--- config.mk ---
export PLATFORM = sky130hd
export DESIGN_NAME = irq_dispatch
export DESIGN_NICKNAME = d
export VERILOG_FILES = /design/src/rtl/irq_dispatch_pkg.sv /design/src/rtl/irq_event_latch.sv /design/src/rtl/irq_select.sv /design/src/rtl/irq_cause_reg.sv /design/src/rtl/irq_dispatch.sv
export SDC_FILE = /design/constraint.sdc
export NUM_CORES = 1
export LEC_CHECK = 0
export ABC_AREA = 1
export ABC_CLOCK_PERIOD_IN_PS = 2029
export BUFFER_PORTS_ARGS = -buffer_cell sky130_fd_sc_hd__buf_2
export CORE_MARGIN = 2
export CORE_UTILIZATION = 35
export CTS_CLUSTER_DIAMETER = 200
export CTS_CLUSTER_SIZE = 30
export DETAILED_ROUTE_END_ITERATION = 8
export PLACE_DENSITY = 0.64
export SLEW_MARGIN = 20
export SYNTH_ARGS = -nofsm -noshare
export SYNTH_HDL_FRONTEND = slang
export SYNTH_SLANG_ARGS = --single-unit
--- constraint.sdc ---
create_clock -name clk -period 2.03 [get_ports clk]
set_clock_uncertainty 0.15 [all_clocks]
set_input_delay 0.3045 -clock clk [delete_from_list [all_inputs] [get_ports clk]]
set_output_delay 0.3045 -clock clk [all_outputs]
set_load 0.02 [all_outputs]
--- src/rtl/irq_dispatch_pkg.sv ---
package irq_dispatch_pkg;

    localparam int DEF_LVL_W = 8;
    localparam int DEF_IP_W  = 6;

    // State of the maskable level request
    typedef enum logic [1:0] {
        LV_IDLE = 2'd0,
        LV_EOI  = 2'd1,
        LV_ACT  = 2'd2
    } lvl_state_e;

    // Which request a boundary serves
    typedef enum logic [1:0] {
        SRV_NONE = 2'd0,
        SRV_RST  = 2'd1,
        SRV_NMI  = 2'd2,
        SRV_LVL  = 2'd3
    } serve_e;

    typedef struct packed {
        logic rst;
        logic nmi;
        logic lvl;
    } clr_t;

    function automatic serve_e pick_serve(input logic b, input logic p_rst,
                                          input logic p_nmi, input lvl_state_e st);
        serve_e s;
        s = SRV_NONE;
        if (b) begin
            if (p_rst)               s = SRV_RST;
            else if (p_nmi)          s = SRV_NMI;
            else if (st != LV_IDLE)  s = SRV_LVL;
        end
        return s;
    endfunction

endpackage

--- src/rtl/irq_event_latch.sv ---
module irq_event_latch
    import irq_dispatch_pkg::*;
#(
    parameter int LVL_W = DEF_LVL_W
) (
    input  logic             clk,
    input  logic             rst,
    input  logic             rst_evt,
    input  logic             nmi_evt,
    input  logic             lvl_evt,
    input  logic [LVL_W-1:0] lvl,
    input  clr_t             clr,
    output logic             pend_rst,
    output logic             pend_nmi,
    output lvl_state_e       lvl_state,
    output logic [LVL_W-1:0] lvl_val
);

    always_ff @(posedge clk) begin
        if (rst) begin
            pend_rst <= 1'b0;
            pend_nmi <= 1'b0;
        end else begin
            pend_rst <= (pend_rst & ~clr.rst) | rst_evt;
            pend_nmi <= (pend_nmi & ~clr.nmi) | nmi_evt;
        end
    end

    always_ff @(posedge clk) begin
        if (rst) begin
            lvl_state <= LV_IDLE;
            lvl_val   <= '0;
        end else if (lvl_evt) begin
            lvl_state <= (lvl == '0) ? LV_EOI : LV_ACT;
            lvl_val   <= lvl;
        end else if (clr.lvl) begin
            lvl_state <= LV_IDLE;
        end
    end


    evt_latched_chk: assert property (@(posedge clk) disable iff (rst)
        (rst_evt |=> pend_rst) and (nmi_evt |=> pend_nmi));


    rst_cleared_chk: assert property (@(posedge clk) disable iff (rst)
        (clr.rst && !rst_evt) |=> !pend_rst);


    nmi_cleared_chk: assert property (@(posedge clk) disable iff (rst)
        (clr.nmi && !nmi_evt) |=> !pend_nmi);


    lvl_replace_chk: assert property (@(posedge clk) disable iff (rst)
        lvl_evt |=> (lvl_val == $past(lvl)) && (lvl_state != LV_IDLE));

endmodule

--- src/rtl/irq_select.sv ---
module irq_select
    import irq_dispatch_pkg::*;
#(
    parameter int LVL_W = DEF_LVL_W,
    parameter int IP_W  = DEF_IP_W
) (
    input  logic             clk,
    input  logic             rst,
    input  logic             boundary,
    input  logic             pend_rst,
    input  logic             pend_nmi,
    input  lvl_state_e       lvl_state,
    input  logic [LVL_W-1:0] lvl_val,
    input  logic             ie,
    input  logic [IP_W-1:0]  im,
    output logic             rstnmi_req,
    output logic             irq_req,
    output logic             cause_wr,
    output logic [IP_W-1:0]  cause_nxt,
    output clr_t             clr
);

    logic [IP_W-1:0] lvl_ip;
    serve_e          serve;
    logic            unmasked;

    // Fit the level onto the IP field width
    generate
        if (LVL_W >= IP_W) begin : g_trunc
            assign lvl_ip = lvl_val[IP_W-1:0];
        end else begin : g_pad
            assign lvl_ip = {{(IP_W-LVL_W){1'b0}}, lvl_val};
        end
    endgenerate

    always_comb begin
        serve      = pick_serve(boundary, pend_rst, pend_nmi, lvl_state);
        unmasked   = |(lvl_ip & im);
        rstnmi_req = (serve == SRV_RST) || (serve == SRV_NMI);
        irq_req    = (serve == SRV_LVL) && (lvl_state == LV_ACT) && ie && unmasked;
        cause_wr   = (serve == SRV_LVL);
        cause_nxt  = (lvl_state == LV_ACT) ? lvl_ip : '0;
        clr.rst    = (serve == SRV_RST);
        clr.nmi    = (serve == SRV_NMI);
        clr.lvl    = irq_req || ((serve == SRV_LVL) && (lvl_state == LV_EOI));
    end


    pulse_on_boundary_chk: assert property (@(posedge clk) disable iff (rst)
        (rstnmi_req || irq_req) |-> boundary);


    single_req_chk: assert property (@(posedge clk) disable iff (rst)
        $onehot0({rstnmi_req, irq_req}));


    irq_enabled_chk: assert property (@(posedge clk) disable iff (rst)
        irq_req |-> ie);


    irq_after_nmi_chk: assert property (@(posedge clk) disable iff (rst)
        irq_req |-> (!pend_rst && !pend_nmi));

endmodule

--- src/rtl/irq_cause_reg.sv ---
module irq_cause_reg
    import irq_dispatch_pkg::*;
#(
    parameter int IP_W = DEF_IP_W
) (
    input  logic            clk,
    input  logic            rst,
    input  logic            wr,
    input  logic [IP_W-1:0] din,
    output logic [IP_W-1:0] q
);

    always_ff @(posedge clk) begin
        if (rst)     q <= '0;
        else if (wr) q <= din;
    end


    cause_hold_chk: assert property (@(posedge clk) disable iff (rst)
        !wr |=> $stable(q));

endmodule

--- src/rtl/irq_dispatch.sv ---
module irq_dispatch
    import irq_dispatch_pkg::*;
#(
    parameter int LVL_W = DEF_LVL_W,
    parameter int IP_W  = DEF_IP_W
) (
    input  logic             clk,
    input  logic             rst,
    input  logic             rst_evt_i,
    input  logic             nmi_evt_i,
    input  logic             lvl_evt_i,
    input  logic [LVL_W-1:0] lvl_i,
    input  logic             stat_ie_i,
    input  logic [IP_W-1:0]  stat_im_i,
    input  logic             boundary_i,
    output logic             rstnmi_req_o,
    output logic             irq_req_o,
    output logic [IP_W-1:0]  cause_ip_o
);

    logic             pend_rst;
    logic             pend_nmi;
    lvl_state_e       lvl_state;
    logic [LVL_W-1:0] lvl_val;
    clr_t             clr;
    logic             cause_wr;
    logic [IP_W-1:0]  cause_nxt;

    irq_event_latch #(.LVL_W(LVL_W)) u_latch (
        .clk       (clk),
        .rst       (rst),
        .rst_evt   (rst_evt_i),
        .nmi_evt   (nmi_evt_i),
        .lvl_evt   (lvl_evt_i),
        .lvl       (lvl_i),
        .clr       (clr),
        .pend_rst  (pend_rst),
        .pend_nmi  (pend_nmi),
        .lvl_state (lvl_state),
        .lvl_val   (lvl_val)
    );

    irq_select #(.LVL_W(LVL_W), .IP_W(IP_W)) u_select (
        .clk        (clk),
        .rst        (rst),
        .boundary   (boundary_i),
        .pend_rst   (pend_rst),
        .pend_nmi   (pend_nmi),
        .lvl_state  (lvl_state),
        .lvl_val    (lvl_val),
        .ie         (stat_ie_i),
        .im         (stat_im_i),
        .rstnmi_req (rstnmi_req_o),
        .irq_req    (irq_req_o),
        .cause_wr   (cause_wr),
        .cause_nxt  (cause_nxt),
        .clr        (clr)
    );

    irq_cause_reg #(.IP_W(IP_W)) u_cause (
        .clk (clk),
        .rst (rst),
        .wr  (cause_wr),
        .din (cause_nxt),
        .q   (cause_ip_o)
    );


    irq_clears_chk: assert property (@(posedge clk) disable iff (rst)
        (irq_req_o && !lvl_evt_i) |=> !irq_req_o);

endmodule

==> results.txt <==
* Clk slew on worst S/H paths: 100 ps
- The count of pins over their slew limit is 0.
- Power per cell area: 630.1 nW/um2
- By instance count, the leading cell after synthesis is sky130_fd_sc_hd__nand2_1.
* Max FO, Critical Path: 3
- In this run, CTS created clock tree buffers numbering 3.
- Starting utilization of the core area: 36.98%
* Vertical extent of the die: 49.30 um
- Data arrives at the worst endpoint at 1530 ps.
- The worst-case IR drop observed on VDD is 0.3152 mV.
* Leakage power summed over all cells: 0.0005193 uW
* Number of DRC violations after detailed-routing iteration 0: 6
* Layout overhead on the synthesized area: 43.90%
* Area share of the largest cell type after synthesis: 44.60%
- Detailed-route wire length per cell: 10.46 um
- The final layout contains routed wiring with a total length of 1.737 mm.
- For the worst-skew pair, the clock arrives at the later sink with an insertion delay of 280 ps.
* Avg Inst Size Synth: 7.254 um2
- Die Outline Area: 2430 um2
- The path class of the tightest hold or removal check is in -> reg.
- STA classifies the critical path startpoint as a flip-flop.
- Clock sink total: 16
* Synthesized netlist net count: 122
- Data required time of the critical path: 1580 ps
- Final Hold Slack: 71.46 ps
- The clock passes through at most 2 buffers.
* Count of mapped cells out of synthesis: 99
* Total overflow reported by the global router: 0
- After layout, the worst path uses 97.60% of the clock period.
- Number of hold buffers added after cts: 0
* Setup TNS: 0 ps
- The region available for standard cell placement spans 1942 um2.
* Horizontal die dimension: 49.30 um
- At the end of routability-driven placement, the weighted congestion stood at 0.7826.
- Root buffer cell: sky130_fd_sc_hd__clkbuf_4
- Summed over all nets, the half-perimeter wirelength after detailed placement is 1.235 mm.
- Number of global-route vias before repair: 688
* Async set or reset register ratio after synthesis: 0%
- # Max-Cap Violations: 0
* Pre-Repair DR Iteration Count: 4
- Endpoints failing setup: 0
- # DRC: 0
- ANT nets after route: 0
- Timing analysis after detailed placement gives a worst setup slack of 271.0 ps.
- Number of antenna violations at the first check in global routing: 0
- Counting instances in the post-synthesis netlist gives the leading cell types as sky130_fd_sc_hd__nand2_1, sky130_fd_sc_hd__dfxtp_1, sky130_fd_sc_hd__a21oi_1.
- At the end of the flow, the number of nets in the layout was 163.
* Library cell with the largest summed area after synthesis: sky130_fd_sc_hd__dfxtp_1
- The worst pin sits at a relative slew slack of 83.64%.
* Count of flip-flops with a built-in enable after synthesis: 0
* Type of destination of the critical path: output port
- Design Power: 651.2 uW
- For this run, the top clock speed supported by timing is 504.7 MHz.
- Number of fill cells: 215
- 29 I/O pins were placed.
- The first global-routing pass estimated 2.870 mm of wire.
* Number of port buffers: 28
- Top cells by area in the synthesized netlist: sky130_fd_sc_hd__dfxtp_1, sky130_fd_sc_hd__a21oi_1, sky130_fd_sc_hd__nand2_1, sky130_fd_sc_hd__inv_1, sky130_fd_sc_hd__nand3_1
- The worst path needs 1981 ps of the cycle, external delays included.
* Post-synthesis instance area: 718.2 um2
- Slack of the critical path: 48.78 ps
* Routed via count: 746
- Synth Warn #: 0
- Entering global routing, the biggest net connects 12 pins.
- Post-synthesis sequential element count: 16
- Start-to-end type of the worst setup path: reg -> out
- At the pin with the least slew margin, the transition time is 243.5 ps.
- The number of endpoints with negative hold slack in the final report came to 0.
- Number of distinct library cell variants in the gate-level netlist after synthesis: 18
* Total number of H-tree levels: 1
- Global routing consumed, over all layers together, 15.31% of the routing resources.
* Site Rows: 16
- Cells with a size suffix above 1 make up 41.73% of the layout.
- Setup repair after global routing could not meet its margin everywhere.
- Vias per cell: 4.494
- Most used flip-flop cell after synthesis: sky130_fd_sc_hd__dfxtp_1
* Sequential area share after synthesis: 44.60%
- The run finished with clean final reports.
* TritonCTS clock tree: yes
- Antenna diodes: 0
sequential cells by signal (all words and copies together) (netlist names):
register           flops
u_cause.q              6
u_latch.pend_nmi       1
u_latch.pend_rst       1
u_latch.lvl_val        6
u_latch.lvl_state      2
layer usage:
metal,routed length (um),GRT usage (%)
met5,0,0
met4,46,7.619
met3,106,3.374
met2,790,23.87
met1,793,19.77
worst max-delay path: stages (launching register included):
cell and delay [ps]:
sky130_fd_sc_hd__dfxtp_2 340, sky130_fd_sc_hd__o21bai_4 160, sky130_fd_sc_hd__a21oi_2 160, sky130_fd_sc_hd__ha_2 210, sky130_fd_sc_hd__nand2_2 50, sky130_fd_sc_hd__nor2_1 80
sky130_fd_sc_hd__nand2_1 70, sky130_fd_sc_hd__inv_1 60, sky130_fd_sc_hd__buf_6 110
final timing paths:
check / startpoint / endpoint / slack [ps] / cells past startpoint
min: nmi_evt_i / u_latch.pend_nmi$_SDFF_PP0_ / 70 / 3
max reg2reg: u_latch.lvl_state[1]$_SDFFE_PP0P_ / u_latch.pend_nmi$_SDFF_PP0_ / 140 / 11
min reg2reg: u_cause.q[1]$_SDFFE_PP0N_ / u_cause.q[1]$_SDFFE_PP0N_ / 310 / 2
max: u_latch.pend_nmi$_SDFF_PP0_ / irq_req_o / 50 / 8
final cells by class:
cell class	instances	area (um2)	area share (%)
Inverter	15	56.30	5.448
Multi-Input combinational cell	65	349.1	33.78
Timing Repair Buffer	39	229.0	22.16
Sequential cell	16	329.1	31.84
Clock buffer	4	36.28	3.511
Tap cell	27	33.78	3.269
timing repair:
| item | CTS | global route |
|---|---|---|
| endpoints found under the hold margin | 0 | 0 |
| pin swaps | 2 | 2 |
| gates resized for setup | 7 | 4 |
| endpoints found under the setup margin | 1 | 1 |
| setup buffers | 8 | 2 |
metrics by stage:
step | cells | util [%] | area (um2)
2_1_floorplan | 99 | - | 718.2
3_3_place_gp | 152 | 45.55 | 884.6
3_5_place_dp | 152 | 45.55 | 884.6
4_1_cts | 164 | 51.29 | 996.0
5_1_grt | 166 | 53.22 | 1033
6_report | 166 | 53.22 | 1033
layout by cell type (no fill, tap or decap), drive strengths merged:
cell type and n:
buf 39, nand2 21, dfxtp 16, a21oi 15, inv 15, nor2 8, nand3 6, o21ai 5
clkbuf 4, nor3 3, ha 2, o21bai 1, or2 1, o211a 1, nand4 1, o211ai 1
where the power goes:
| part | total, uW | internal [uW] | switching (uW) |
|---|---|---|---|
| Combinational | 106 | 52.5 | 53.1 |
| Sequential | 337 | 326 | 11.2 |
| Clock | 209 | 109 | 99.8 |
| Total | 651 | 487 | 164 |
logic make-up after synthesis:
kind of cell,after synthesis,synth area share (%)
AO/OA/AOI/OAI,23,17.42
flip-flops,16,44.60
adder cells (fa/ha/maj),2,3.484
buffers and inverters,18,9.929
AND/OR/NAND/NOR,40,24.57
(Power assumes the default switching activity.)
